$ cat src/rtl/irq_prog_pkg.sv
// Shared types for the interrupt programming sequencer.
// Assumes an eight-line core and byte-wide programming writes.
package irq_prog_pkg;

    // Steps of the initialization word sequence
    typedef enum logic [1:0] {
        ST_RUN  = 2'd0,
        ST_BASE = 2'd1,
        ST_CASC = 2'd2,
        ST_MODE = 2'd3
    } init_st_e;

    // Operation codes carried in bits 7:5 of a command-port write
    typedef enum logic [2:0] {
        OP_ROT_CLR    = 3'd0,
        OP_EOI_NS     = 3'd1,
        OP_NOP        = 3'd2,
        OP_EOI_SP     = 3'd3,
        OP_ROT_SET    = 3'd4,
        OP_EOI_NS_ROT = 3'd5,
        OP_PRIO       = 3'd6,
        OP_EOI_SP_ROT = 3'd7
    } op_code_e;

endpackage

$ cat src/rtl/irq_wr_decode.sv
// Classifies one programming write into exactly one word kind.
// Assumes bits 4:3 of a command-port write select the kind.
module irq_wr_decode (
    input  logic       addr_sel,
    input  logic       wr_en,
    input  logic [1:0] kind_bits,
    output logic       init_word,
    output logic       rdcmd_word,
    output logic       opcmd_word,
    output logic       port1_word
);
    // Word kind decode
    always_comb begin
        init_word  = wr_en && !addr_sel && kind_bits[1];
        rdcmd_word = wr_en && !addr_sel && !kind_bits[1] && kind_bits[0];
        opcmd_word = wr_en && !addr_sel && (kind_bits == 2'b00);
        port1_word = wr_en && addr_sel;
    end
endmodule

$ cat src/rtl/irq_init_seq.sv
// Initialization word sequencer and data-port register owner.
// Holds mask, vector base, mode bits and the level-trigger flag.
// Assumes at most one word kind is flagged per cycle.
module irq_init_seq
    import irq_prog_pkg::*;
#(
    parameter int DATA_W = 8,
    localparam int LINE_W = $clog2(DATA_W),
    localparam int BASE_W = DATA_W - LINE_W
) (
    input  logic              clk,
    input  logic              rst_n,
    input  logic              init_word,
    input  logic              port1_word,
    input  logic [DATA_W-1:0] wr_data,
    output logic [DATA_W-1:0] mask_val,
    output logic [BASE_W-1:0] vec_base,
    output logic              auto_eoi,
    output logic              nest_mode,
    output logic              core_clear,
    output logic              init_busy,
    output logic              lvl_err
);
    init_st_e state_q;
    logic     need_mode_q;
    logic     single_q;
    logic     unused_bit2;

    assign unused_bit2 = wr_data[2];
    assign init_busy   = (state_q != ST_RUN);

    // Sequence step, configuration fields and start-word side effects
    always_ff @(posedge clk) begin
        if (!rst_n) begin
            state_q     <= ST_RUN;
            need_mode_q <= 1'b0;
            single_q    <= 1'b0;
            mask_val    <= '0;
            vec_base    <= '0;
            auto_eoi    <= 1'b0;
            nest_mode   <= 1'b0;
            core_clear  <= 1'b0;
            lvl_err     <= 1'b0;
        end else begin
            core_clear <= init_word;
            if (init_word) begin
                state_q     <= ST_BASE;
                need_mode_q <= wr_data[0];
                single_q    <= wr_data[1];
                lvl_err     <= wr_data[3];
                mask_val    <= '0;
                vec_base    <= '0;
                auto_eoi    <= 1'b0;
                nest_mode   <= 1'b0;
            end else if (port1_word) begin
                unique case (state_q)
                    ST_RUN:  mask_val <= wr_data;
                    ST_BASE: begin
                        vec_base <= wr_data[DATA_W-1:LINE_W];
                        if (!single_q)       state_q <= ST_CASC;
                        else if (need_mode_q) state_q <= ST_MODE;
                        else                  state_q <= ST_RUN;
                    end
                    ST_CASC: state_q <= need_mode_q ? ST_MODE : ST_RUN;
                    ST_MODE: begin
                        nest_mode <= wr_data[4];
                        auto_eoi  <= wr_data[1];
                        state_q   <= ST_RUN;
                    end
                    default: state_q <= ST_RUN;
                endcase
            end
        end
    end

    // a start word clears the core and the mask one cycle later
    p_start_clears_r2: assert property (@(posedge clk) disable iff (!rst_n)
        init_word |=> (core_clear && init_busy && mask_val == '0));

    // data-port writes during the sequence leave the mask alone
    p_mask_frozen_r4: assert property (@(posedge clk) disable iff (!rst_n)
        (init_busy && port1_word) |=> $stable(mask_val));

    // the mode word always ends the sequence
    p_mode_ends_r5: assert property (@(posedge clk) disable iff (!rst_n)
        (state_q == ST_MODE && port1_word && !init_word) |=> !init_busy);

    // a data-port write in normal state lands in the mask
    p_mask_load_r6: assert property (@(posedge clk) disable iff (!rst_n)
        (!init_busy && port1_word) |=> (mask_val == $past(wr_data)));
endmodule

$ cat src/rtl/irq_cmd_regs.sv
// Operation and read/poll command decoder.
// Keeps read select, special mask, rotate-on-auto-EOI and the poll flag,
// and issues one-cycle EOI and priority strobes.
// Assumes the start word has priority over every other update.
module irq_cmd_regs
    import irq_prog_pkg::*;
#(
    parameter int DATA_W = 8,
    localparam int LINE_W = $clog2(DATA_W)
) (
    input  logic              clk,
    input  logic              rst_n,
    input  logic              init_word,
    input  logic              rdcmd_word,
    input  logic              opcmd_word,
    input  logic              rd_en,
    input  logic              wr_en,
    input  logic [DATA_W-1:0] wr_data,
    output logic              rot_aeoi,
    output logic              spec_mask,
    output logic              rd_isr_sel,
    output logic              poll_req,
    output logic              poll_taken,
    output logic              eoi_stb,
    output logic              eoi_specific,
    output logic              eoi_rotate,
    output logic [LINE_W-1:0] eoi_line,
    output logic              prio_stb,
    output logic [LINE_W-1:0] prio_line
);
    op_code_e    op;
    logic [1:0]  unused_kind;

    assign op          = op_code_e'(wr_data[7:5]);
    assign unused_kind = wr_data[4:3];

    // Mode flags and poll flag
    always_ff @(posedge clk) begin
        if (!rst_n) begin
            rot_aeoi   <= 1'b0;
            spec_mask  <= 1'b0;
            rd_isr_sel <= 1'b0;
            poll_req   <= 1'b0;
            poll_taken <= 1'b0;
        end else begin
            poll_taken <= rd_en && poll_req;
            if (init_word) begin
                rot_aeoi   <= 1'b0;
                spec_mask  <= 1'b0;
                rd_isr_sel <= 1'b0;
                poll_req   <= 1'b0;
            end else begin
                if (rd_en && poll_req)
                    poll_req <= 1'b0;
                if (rdcmd_word) begin
                    if (wr_data[2]) poll_req   <= 1'b1;
                    if (wr_data[1]) rd_isr_sel <= wr_data[0];
                    if (wr_data[6]) spec_mask  <= wr_data[5];
                end
                if (opcmd_word && op == OP_ROT_CLR) rot_aeoi <= 1'b0;
                if (opcmd_word && op == OP_ROT_SET) rot_aeoi <= 1'b1;
            end
        end
    end

    // One-cycle EOI and priority strobes
    always_ff @(posedge clk) begin
        if (!rst_n) begin
            eoi_stb      <= 1'b0;
            eoi_specific <= 1'b0;
            eoi_rotate   <= 1'b0;
            eoi_line     <= '0;
            prio_stb     <= 1'b0;
            prio_line    <= '0;
        end else begin
            eoi_stb      <= 1'b0;
            eoi_specific <= 1'b0;
            eoi_rotate   <= 1'b0;
            eoi_line     <= '0;
            prio_stb     <= 1'b0;
            prio_line    <= '0;
            if (opcmd_word) begin
                case (op)
                    OP_EOI_NS: eoi_stb <= 1'b1;
                    OP_EOI_NS_ROT: begin
                        eoi_stb    <= 1'b1;
                        eoi_rotate <= 1'b1;
                    end
                    OP_EOI_SP: begin
                        eoi_stb      <= 1'b1;
                        eoi_specific <= 1'b1;
                        eoi_line     <= wr_data[LINE_W-1:0];
                    end
                    OP_EOI_SP_ROT: begin
                        eoi_stb      <= 1'b1;
                        eoi_specific <= 1'b1;
                        eoi_rotate   <= 1'b1;
                        eoi_line     <= wr_data[LINE_W-1:0];
                    end
                    OP_PRIO: begin
                        prio_stb  <= 1'b1;
                        prio_line <= wr_data[LINE_W-1:0];
                    end
                    default: ;
                endcase
            end
        end
    end

    // never an EOI and a priority set at once
    p_one_strobe_r9: assert property (@(posedge clk) disable iff (!rst_n)
        $onehot0({eoi_stb, prio_stb}));

    // the reserved opcode leaves both strobes low
    p_nop_quiet_r10: assert property (@(posedge clk) disable iff (!rst_n)
        (opcmd_word && op == OP_NOP) |=> (!eoi_stb && !prio_stb));

    // a read with nothing else written consumes the poll
    p_poll_consumed_r12: assert property (@(posedge clk) disable iff (!rst_n)
        (rd_en && !wr_en && poll_req) |=> (!poll_req && poll_taken));

    // a poll command arms the flag unless a start word is written
    p_poll_armed_r7: assert property (@(posedge clk) disable iff (!rst_n)
        (rdcmd_word && wr_data[2]) |=> poll_req);
endmodule

$ cat src/rtl/irq_rd_steer.sv
// Read data selection: poll code, mask, in-service or request byte.
// Assumes the poll flag has precedence over the address.
module irq_rd_steer #(
    parameter int DATA_W = 8
) (
    input  logic              addr_sel,
    input  logic              poll_req,
    input  logic              rd_isr_sel,
    input  logic [DATA_W-1:0] poll_code,
    input  logic [DATA_W-1:0] mask_val,
    input  logic [DATA_W-1:0] svc_bits,
    input  logic [DATA_W-1:0] req_bits,
    output logic [DATA_W-1:0] rd_data
);
    // Read multiplexer
    always_comb begin
        if (poll_req)       rd_data = poll_code;
        else if (addr_sel)  rd_data = mask_val;
        else if (rd_isr_sel) rd_data = svc_bits;
        else                rd_data = req_bits;
    end
endmodule

$ cat src/rtl/irq_prog_seq.sv
// Top of the interrupt programming sequencer: decodes two-address byte
// accesses into configuration fields and strobes for a priority core.
// Assumes one access per cycle; a read may share a cycle with a write.
module irq_prog_seq #(
    parameter int DATA_W = 8,
    localparam int LINE_W = $clog2(DATA_W),
    localparam int BASE_W = DATA_W - LINE_W
) (
    input  logic              clk,
    input  logic              rst_n,
    input  logic              addr_sel,
    input  logic              wr_en,
    input  logic              rd_en,
    input  logic [DATA_W-1:0] wr_data,
    input  logic [DATA_W-1:0] req_bits,
    input  logic [DATA_W-1:0] svc_bits,
    input  logic [DATA_W-1:0] poll_code,
    output logic [DATA_W-1:0] rd_data,
    output logic [DATA_W-1:0] mask_val,
    output logic [BASE_W-1:0] vec_base,
    output logic              auto_eoi,
    output logic              nest_mode,
    output logic              rot_aeoi,
    output logic              spec_mask,
    output logic              core_clear,
    output logic              init_busy,
    output logic              lvl_err,
    output logic              eoi_stb,
    output logic              eoi_specific,
    output logic              eoi_rotate,
    output logic [LINE_W-1:0] eoi_line,
    output logic              prio_stb,
    output logic [LINE_W-1:0] prio_line,
    output logic              poll_req,
    output logic              poll_taken
);
    logic init_word, rdcmd_word, opcmd_word, port1_word;
    logic rd_isr_sel;

    irq_wr_decode u_dec (
        .addr_sel   (addr_sel),
        .wr_en      (wr_en),
        .kind_bits  (wr_data[4:3]),
        .init_word  (init_word),
        .rdcmd_word (rdcmd_word),
        .opcmd_word (opcmd_word),
        .port1_word (port1_word)
    );

    irq_init_seq #(.DATA_W(DATA_W)) u_init (
        .clk        (clk),
        .rst_n      (rst_n),
        .init_word  (init_word),
        .port1_word (port1_word),
        .wr_data    (wr_data),
        .mask_val   (mask_val),
        .vec_base   (vec_base),
        .auto_eoi   (auto_eoi),
        .nest_mode  (nest_mode),
        .core_clear (core_clear),
        .init_busy  (init_busy),
        .lvl_err    (lvl_err)
    );

    irq_cmd_regs #(.DATA_W(DATA_W)) u_cmd (
        .clk          (clk),
        .rst_n        (rst_n),
        .init_word    (init_word),
        .rdcmd_word   (rdcmd_word),
        .opcmd_word   (opcmd_word),
        .rd_en        (rd_en),
        .wr_en        (wr_en),
        .wr_data      (wr_data),
        .rot_aeoi     (rot_aeoi),
        .spec_mask    (spec_mask),
        .rd_isr_sel   (rd_isr_sel),
        .poll_req     (poll_req),
        .poll_taken   (poll_taken),
        .eoi_stb      (eoi_stb),
        .eoi_specific (eoi_specific),
        .eoi_rotate   (eoi_rotate),
        .eoi_line     (eoi_line),
        .prio_stb     (prio_stb),
        .prio_line    (prio_line)
    );

    irq_rd_steer #(.DATA_W(DATA_W)) u_rd (
        .addr_sel   (addr_sel),
        .poll_req   (poll_req),
        .rd_isr_sel (rd_isr_sel),
        .poll_code  (poll_code),
        .mask_val   (mask_val),
        .svc_bits   (svc_bits),
        .req_bits   (req_bits),
        .rd_data    (rd_data)
    );

    // with no poll pending, a data-port read returns the mask
    p_rd_mask_r11: assert property (@(posedge clk) disable iff (!rst_n)
        (rd_en && addr_sel && !poll_req) |-> (rd_data == mask_val));

    // the level flag follows bit 3 of the last start word
    p_lvl_flag_r13: assert property (@(posedge clk) disable iff (!rst_n)
        init_word |=> (lvl_err == $past(wr_data[3])));
endmodule

$ cat config.mk
export PLATFORM = sky130hd
export DESIGN_NAME = irq_prog_seq
export DESIGN_NICKNAME = d
export VERILOG_FILES = /design/src/rtl/irq_prog_pkg.sv /design/src/rtl/irq_wr_decode.sv /design/src/rtl/irq_init_seq.sv /design/src/rtl/irq_cmd_regs.sv /design/src/rtl/irq_rd_steer.sv /design/src/rtl/irq_prog_seq.sv
export SDC_FILE = /design/constraint.sdc
export NUM_CORES = 1
export LEC_CHECK = 0
export ABC_CLOCK_PERIOD_IN_PS = 2800
export BUFFER_PORTS_ARGS = -buffer_cell sky130_fd_sc_hd__buf_2
export CAP_MARGIN = 20
export CORE_ASPECT_RATIO = 0.5
export CORE_MARGIN = 1.5
export CORE_UTILIZATION = 30
export DETAILED_ROUTE_END_ITERATION = 16
export GPL_ROUTABILITY_DRIVEN = 0
export HOLD_SLACK_MARGIN = 0.03
export PLACE_DENSITY = 0.61
export SETUP_SLACK_MARGIN = 0.4
export SLEW_MARGIN = 10
export SYNTH_ARGS = -nofsm -noshare
export SYNTH_HDL_FRONTEND = slang
export SYNTH_SLANG_ARGS = --single-unit
$ cat constraint.sdc
create_clock -name clk -period 2.8 [get_ports clk]
set_input_delay 0.14 -clock clk [delete_from_list [all_inputs] [get_ports clk]]
set_output_delay 0.14 -clock clk [all_outputs]
set_load 0.005 [all_outputs]
Word-level counts from Yosys, hierarchy flattened
Cells that the tools add are included.

word-level totals
  input port bits = 37
  output and inout port bits = 40
  flip-flop bits (word level) = 36

operators by class
  muxes and demuxes = 17
  reduce and logical (&&, ||, !) cells = 33
  bitwise operators = 1
  equality and inequality tests = 9

operator list
  kind                                                  number
  2-to-1 mux 8 bit                                      3
  AND reduction 2 bit                                   8
  equality test 3 bit (second input constant)           4
  2-to-1 mux 1 bit                                      11
  logical AND 1 bit                                     9
  case mux 2 bit (3 select lines)                       1
  AND reduction 3 bit                                   2
  nonzero test 2 bit                                    3
  OR reduction 2 bit                                    3
  equality test 2 bit (second input constant)           2
  zero test 2 bit                                       2
  2-to-1 mux 2 bit                                      2
  nonzero test 4 bit                                    1
  OR reduction 4 bit                                    1
  equality test 3 x 1 -> 1 bit (second input constant)  1
  equality test 3 x 2 -> 1 bit (second input constant)  1
  zero test 3 bit                                       1
  nonzero test 3 bit                                    1
  equality test 2 x 1 -> 1 bit (second input constant)  1
  zero test 1 bit                                       2
  NOT 1 bit                                             1

Logic depth before layout (Yosys ltp)
Gate-level depths: netlist of run 1.

  word-level depth = 6
  gate-level depth with buffers = 5

By module
Synthesis of run 1 repeated with hierarchy kept, for this count alone.

unflattened totals
  cells, all modules = 158
  area total of the unflattened synthesis = 1620.3 sq um

modules (own cells, without submodules)
  module         area each (sq um)  cells an instance  times used
  irq_init_seq   810.8              77                 1
  irq_cmd_regs   478.0              42                 1
  irq_rd_steer   289.0              35                 1
  irq_wr_decode  42.5               4                  1

Worst setup path after synthesis of run 1
OpenSTA, ideal clock, no wires.

  path kind = input port to flip-flop
  start = input port wr_en
  end = register u_cmd.rot_aeoi
  buffers on the path = 2
  slack = 1308 ps
  stages on the path = 5
  arrival time = 1421 ps
  data required time = 2729 ps
  cells stage by stage = buf_4 or4b_1 clkbuf_2 or4b_1 a21oi_1

on the way
  longest elaborated chain between the ends = 4
  elaborated cells between the ends (all ways) = 8
  classes of those cells = mux: 1; reduce/logical: 7

ends and longest elaborated chain
  item                                                    RTL line                                  RTL
  start, declared                                         irq_prog_seq.sv:12                        input logic wr_en,
  logical AND 1 bit *                                     irq_wr_decode.sv:14, irq_wr_decode.sv:16
  logical AND 1 bit                                       irq_wr_decode.sv:16                       opcmd_word = wr_en && !addr_sel && (kind_bits == 2'b00);
  logical AND 1 bit, on equally long branches             irq_cmd_regs.sv:61, irq_cmd_regs.sv:60
  2-to-1 mux 1 bit or nonzero test 2 bit (tied branches)  -
  end signal, assigned                                    irq_cmd_regs.sv:48                        rot_aeoi <= 1'b0;
  end signal, assigned                                    irq_cmd_regs.sv:60                        if (opcmd_word && op == OP_ROT_CLR) rot_aeoi <= 1'b0;
  end signal, assigned                                    irq_cmd_regs.sv:61                        if (opcmd_word && op == OP_ROT_SET) rot_aeoi <= 1'b1;
  end, declared                                           irq_cmd_regs.sv:19                        output logic rot_aeoi,

Every way passes the cells marked *; elsewhere a longest branch is shown, timed or not.
A chain may end at the register's enable or synchronous reset.

Worst setup path after layout of run 1
  start = register u_cmd.rd_isr_sel
  end = output port rd_data[7]

on the way
  longest elaborated chain between the ends = 3

ends and longest elaborated chain
  item                    RTL line            RTL
  start, declared         irq_cmd_regs.sv:21  output logic rd_isr_sel,
  start signal, assigned  irq_cmd_regs.sv:57  if (wr_data[1]) rd_isr_sel <= wr_data[0];
  2-to-1 mux 8 bit        irq_rd_steer.sv:19  else if (rd_isr_sel) rd_data = svc_bits;
  2-to-1 mux 8 bit        irq_rd_steer.sv:18  else if (addr_sel) rd_data = mask_val;
  2-to-1 mux 8 bit        irq_rd_steer.sv:17  if (poll_req) rd_data = poll_code;
  end, declared           irq_prog_seq.sv:18  output logic [DATA_W-1:0] rd_data,

No other way between the ends.

==> impl_metrics.tcl, run 1 <==
set metrics [dict create \
    synth_nets 200 \
    grt_max_degree 25 \
    synthAdderAreaFrac 0 \
    die_h_um 53.75 \
    required_ps 2660 \
    cts_made_buffers 5 \
    num_vias 1397 \
    netlist_instances 163 \
    chipWidth_um 104.5 \
    grt_pass1_wl_mm 5.975 \
    cts_hold_buf 0 \
    synthSimpleGateAreaFrac 0.1984 \
    grt_pass1_vias 1250 \
    worstMarginPinSlew_ps 666.7 \
    crit_fanout 9 \
    drive_above_1_share 0.3950 \
    critical_path_buf_inv_count 1 \
    overflow 0 \
    area_growth_pct 35.38 \
    crit_slowest_cell "dfxtp_1" \
    yosysTopAreaCellShare 0.4664 \
    root_buffer "clkbuf_8" \
    synth-xor-area-share 0 \
    synth_async_sr_flop_share 0 \
    seq_area_sq_um 720.7 \
    wire_per_inst_um 12.64 \
    wirelength_mm 3.893 \
    rsz0062_at_grt "false" \
    ios 77 \
    cp-end-kind "primary output" \
    synth_edf_count 0 \
    die-area_sq_um 5617 \
    syn-cell-area_sq_um 1545 \
    crit_arrival_ps 1720 \
    cts.htree.levels 2 \
    final_area_sq_um 2092 \
    hp-class "primary input to flop" \
    fin_crit_sh 0.6646 \
    fin_skew_ps 6.477 \
    ant_nets 0 \
    synthMuxAreaShare 0.2267 \
    nets 274 \
    synth-seq-cells 36 \
    drc 0 \
    cp_slowest_stage_delay_ps 690 \
    relSlewSlack 0.5544 \
    coreArea_sq_um 4932 \
    cts.sinks 36 \
    peakVddDrop_mv 0.1922 \
    dp_hpwl_mm 2.992 \
    cp_cell_sequence "mux2i_1 -> o21ai_0 -> mux2_2 -> buf_2" \
    min_period_ps 1861 \
    ys_warn_count 0 \
    track_usage 0.1400 \
    vias_per_cell 4.536 \
    setup_tns_ps 0 \
    synthTopCellsByArea "dfxtp_1, mux2i_1, mux2_2" \
    synth_top_family_by_area "multiplexers" \
    cap_violations 0 \
    cts_tree "yes" \
    n_antenna_cell 0 \
    clk_pin_slew_ps 70 \
    clockBufferDepth 2 \
    synth_seq_area_share 0.4664 \
    fillers 494 \
    hold_viol 0 \
    insertion_delay_ps 280 \
    cp_top_family "flip-flops" \
    placement.cell_area_sq_um 1984 \
    status "complete, no violations" \
    setup_viol 0 \
    initial_utilization 0.3133 \
    timing.fmax_mhz 537.4 \
    synthTopCellsByCount "dfxtp_1, mux2i_1, nor2_1" \
    leakage_nw 1.022 \
    cts_resized 0 \
    synth-compound-area-share 0.07126 \
    drt_iter0_drc 60 \
    pwr_density_cell_nw_per_um2 518.2 \
    io_buffers 76 \
    rows 18 \
    yosysMostFrequentCell "dfxtp_1" \
    synth_cell_types 29 \
    maxSlewViolCount 0 \
    cts_setup_buffers 0 \
    first_pass_iters 4 \
    critPathLaunchType "flop" \
    yosys.area.top_type "dfxtp_1" \
    antenna_found_initial 0 \
    ys.flop_type "dfxtp_1" \
    multi_input_area_sq_um 773.2 \
    avgSynthCellArea_sq_um 9.480 \
    critPathKind "flop to primary output" \
]
==> layout make-up <==
cell class                 instances  share of cell area
inverter                           4            0.007177
clock inverter                     2             0.01675
clock buffer                       6             0.03469
multi-input combinational        113              0.3696
sequential                        36              0.3445
timing repair buffer              77              0.1854
tap                               70             0.04187
==> path summary, 6_finish.rpt <==
path	from	end	slack [ps]	depth (start not counted)
setup / recovery	u_cmd.rd_isr_sel	rd_data[7]	940	4
hold reg to reg	u_cmd.spec_mask	u_cmd.spec_mask	490	2
hold / removal	rd_en	u_cmd.poll_taken	120	2
setup reg to reg	u_init.state_q[0]	u_init.state_q[1]	1440	3
==> kinds of logic after synthesis <==
logic type / Yosys count
simple gates: 59
flops: 36
mux: 34
compound gates: 20
buf+inv: 14
==> layer usage <==
| metal | wire length [um] | track usage | part of all wire | vias up |
|---|---|---|---|---|
| li1 | - | - | - | 714 |
| met1 | 1888 | 0.1796 | 0.48 | 639 |
| met2 | 1789 | 0.2346 | 0.46 | 40 |
| met3 | 180 | 0.03027 | 0.046 | 4 |
| met4 | 35 | 0.06019 | 0.0090 | 0 |
| met5 | 0 | 0 | 0 | - |
==> cell usage in the layout (no fill, tap or decap) <==
cell | synthesis | routed
inv_1 | 4 | 4
a21oi_1 | 5 | 5
or4b_1 | 2 | 2
buf_4 | 1 | 1
nand2_1 | 12 | 12
or2_2 | 1 | 1
a21o_1 | 1 | 1
clkinv_2 | 0 | 1
clkbuf_1 | 8 | 1
nand4b_1 | 2 | 2
bufinv_16 | 0 | 1
and3_1 | 1 | 1
clkbuf_8 | 0 | 5
nand3b_1 | 2 | 2
a31oi_1 | 1 | 1
mux2_2 | 8 | 8
o21ai_0 | 11 | 11
mux2i_1 | 26 | 26
nor4bb_1 | 2 | 1
nor2b_1 | 2 | 2
nand4_1 | 1 | 1
a211o_1 | 1 | 1
buf_2 | 0 | 76
nand3_1 | 2 | 2
nor4_1 | 1 | 1
o31ai_1 | 1 | 1
and2_1 | 5 | 5
nand2b_1 | 1 | 1
nor3_1 | 2 | 2
nor4bb_2 | 0 | 1
dfxtp_1 | 36 | 36
nor2_1 | 22 | 22
or4bb_1 | 1 | 1
==> stage by stage <==
step           power [mW]  hold WS (ps)  setup slack [ps]    util  cells
5_1_grt             1.134         115.1             835.8  0.4242    308
6_report            1.084         115.2             939.2  0.4242    308
3_5_place_dp       0.6585         401.4              1038  0.4023    300
2_1_floorplan      0.5983         261.7              1308       -    163
3_3_place_gp       0.6555         405.8              1104  0.4023    300
4_1_cts             1.093         108.8             896.0  0.4242    308
==> flip-flops by register name, summed over array words and instances, names as in the netlist, 2 cells and up <==
register and flops:
u_init.mask_val 8, u_init.vec_base 5, u_cmd.eoi_line 3, u_cmd.prio_line 3, u_init.state_q 2
==> where the power goes <==
part / internal (mW) / switching (mW)
Clock: 0.264 / 0.174
Sequential: 0.522 / 0.00883
Combinational: 0.0579 / 0.0579
Total: 0.844 / 0.240
Note: power is estimated with default switching activity, not from simulation.
==> run 2, diff against run 1 <==
--- a/config.mk
+++ b/config.mk
@@ -5,7 +5,8 @@
 export SDC_FILE = /design/constraint.sdc
 export NUM_CORES = 1
 export LEC_CHECK = 0
-export ABC_CLOCK_PERIOD_IN_PS = 2800
+export ABC_AREA = 1
+export ABC_CLOCK_PERIOD_IN_PS = 1900
 export BUFFER_PORTS_ARGS = -buffer_cell sky130_fd_sc_hd__buf_2
 export CAP_MARGIN = 20
 export CORE_ASPECT_RATIO = 0.5
==> constraint.sdc (replaced) <==
create_clock -name clk -period 1.9 [get_ports clk]
set_input_delay 0.095 -clock clk [delete_from_list [all_inputs] [get_ports clk]]
set_output_delay 0.095 -clock clk [all_outputs]
set_load 0.005 [all_outputs]
==> run 2 against run 1 <==
Via count is 15% higher. Sequential share of layout area hardly changed. Register-to-register slack got worse by 860 ps. Hold slack lost 58 ps. Worst setup slack worse by 410 ps. Critical endpoint is now rd_data[6]. Largest power group unchanged. Final cell count rose by 18%. Synthesized cell count increased by 30%. Clock power increased by 50%.
==> impl_metrics.tcl, run 2 <==
set metrics [dict create \
    rrSetupSlack_ps 580 \
    r2r_cells 5 \
    cts.htree.levels 2 \
    avgSynthCellArea_sq_um 7.283 \
    regToRegEndpoint "u_init.mask_val[2]" \
    hp-class "primary input to flop" \
    cts_made_buffers 5 \
    ios 77 \
    area_growth_pct 35.90 \
    synthMuxAreaShare 0 \
    grt_pass1_wl_mm 6.837 \
    synth-xor-area-share 0 \
    peakVddDrop_mv 0.3306 \
    ys.flop_type "dfxtp_1" \
    wire_per_inst_um 11.94 \
    nets 329 \
    ant_nets 0 \
    synth_nets 249 \
    rows 18 \
    hold_end "u_cmd.poll_taken" \
    chipWidth_um 104.5 \
    synth_async_sr_flop_share 0 \
    coreArea_sq_um 4932 \
    swShare 0.2360 \
    grt_pass1_vias 1398 \
    synth_cell_types 23 \
    cap_violations 0 \
    cts_tree "yes" \
    initial_utilization 0.3130 \
    final_cell_mix "buf_2, nor2_1, dfxtp_1" \
    final_common_cell "buf_2" \
    critPathLaunchType "flop" \
    yosysMostFrequentCell "nor2_1" \
    vias_per_cell 4.444 \
    netlist_instances 212 \
    synthTopCellsByArea "dfxtp_1, nor2_1, a21oi_1" \
    synth_top_family_by_area "simple AND/OR/NAND/NOR gates" \
    clockBufferDepth 2 \
    status "complete, no violations" \
    fin_crit_sh 0.7224 \
    ys_warn_count 0 \
    worstHoldStart "rd_en" \
    top_register "u_init.mask_val" \
    min_period_ps 1373 \
    relSlewSlack 0.8249 \
    synthSimpleGateAreaFrac 0.2844 \
    root_buffer "clkbuf_8" \
    synth-seq-cells 36 \
    hold_viol 0 \
    timing.fmax_mhz 728.5 \
    setup_tns_ps 0 \
    num_vias 1613 \
    top_regs "u_init.mask_val (8), u_init.vec_base (5)" \
    drive_above_1_share 0.3549 \
    overflow 0 \
    io_buffers 76 \
    yosys.area.top_type "dfxtp_1" \
    leakage_nw 1.083 \
    dp_hpwl_mm 3.318 \
    clk_pin_slew_ps 70 \
    drt_iter0_drc 117 \
    required_ps 1800 \
    die_h_um 53.73 \
    crit_fanout 9 \
    synthAdderAreaFrac 0 \
    intPower_mw 1.239 \
    drc 0 \
    holdPathStages 3 \
    synthTopCellsByCount "nor2_1, dfxtp_1, nand2_1" \
    setup_ws_ps 527.4 \
    setup_viol 0 \
    rsz0062_at_grt "false" \
    clkPwrFrac 0.404 \
    synth_edf_count 0 \
    syn-cell-area_sq_um 1544 \
    seq_power_share 0.482 \
    first_pass_iters 4 \
    postLayoutCoreUtil 0.4254 \
    critPathKind "flop to primary output" \
    crit_arrival_ps 1280 \
    antenna_found_initial 0 \
    maxSlewViolCount 0 \
    die-area_sq_um 5612 \
    yosysTopAreaCellShare 0.4668 \
    cts.sinks 36 \
    synth_seq_area_share 0.4668 \
    wirelength_mm 4.333 \
    insertion_delay_ps 280 \
    switchingPower_mw 0.3829 \
    pre_cts_slack_ps 487.3 \
    reg2reg_from "u_init.state_q[1]" \
    cp-end-kind "primary output" \
    largest_reg_flops 8 \
    track_usage 0.1550 \
    synth-compound-area-share 0.1661 \
    placement.cell_area_sq_um 1987 \
    pwr_density_cell_nw_per_um2 773.1 \
    grt_max_degree 13 \
    worstMarginPinSlew_ps 261.1 \
    fin_skew_ps 6.976 \
    n_antenna_cell 0 \
    final_area_sq_um 2098 \
    combPwrFrac 0.114 \
]
run 2: changes by cell type after synthesis, sizes merged, moves of 9 or more:
cell,delta
mux2i,-26
clkbuf,-9
a21oi,+22
nor2,+21
inv,+18
nand2,+25
run 2: per-stage QoR:
stage	cells	total power, mW	hold WS [ps]
floorplan	212	0.8906	211.0
global placement	355	0.9798	342.6
detailed placement	355	0.9820	349.0
CTS	363	1.634	45.60
global route	363	1.693	67.04
finish	363	1.622	57.24
run 2: how the worst max path moves through the flow:
stage / startpoint / to / slack (ps) / cells past startpoint
floorplan: u_init.state_q[1] / u_init.mask_val[0] / 840 / 5
finish: u_cmd.rd_isr_sel / rd_data[6] / 530 / 4
CTS: u_cmd.rd_isr_sel / rd_data[6] / 490 / 4
detailed placement: u_cmd.rd_isr_sel / rd_data[6] / 490 / 4
global route: u_init.state_q[1] / u_init.mask_val[5] / 440 / 5
global placement: u_cmd.rd_isr_sel / rd_data[6] / 540 / 4
run 2: cells by family (layout without fill, tap and decap cells):
| logic type | after synthesis | after routing |
|---|---|---|
| compound gates | 47 | 47 |
| buf+inv | 29 | 110 |
| flops | 36 | 36 |
| simple gates | 100 | 100 |
run 2: worst max-delay path, stage by stage, from the launching register on:
cell and delay, ps:
dfxtp_2 380, or2_2 310, o211ai_1 90, a21oi_1 80, buf_2 130
run 2: cell type report:
class | count | area, sq um
Clock buffer | 6 | 72.57
Clock inverter | 2 | 35.03
Fill cell | 522 | 2834
Inverter | 25 | 97.59
Multi-Input combinational cell | 147 | 695.7
Sequential cell | 36 | 721.9
Tap cell | 70 | 87.58
Timing Repair Buffer | 77 | 387.9
run 2: metal layers:
layer,track usage,wire length (um),vias up
met2,0.2434,1908,50
met3,0.03874,286,4
met1,0.2142,2113,718
met4,0.04167,25,0
li1,-,-,841
met5,0,0,-
run 2: power by group through the flow:
stage	Sequential [mW]	Combinational, mW	Clock, mW
floorplan	0.797	0.0936	0
global placement	0.798	0.182	0
detailed placement	0.798	0.184	0
CTS	0.781	0.185	0.668
global route	0.783	0.209	0.701
finish	0.781	0.185	0.656
run 2: what timing repair did:
action                                 4_1_cts  5_1_grt
endpoints found under the hold margin        0        0
resized for setup                            2        1
setup endpoints to repair                    8        7
hold buffers                                 0        0
buffers inserted                             0        0
gates cloned                                 0        0
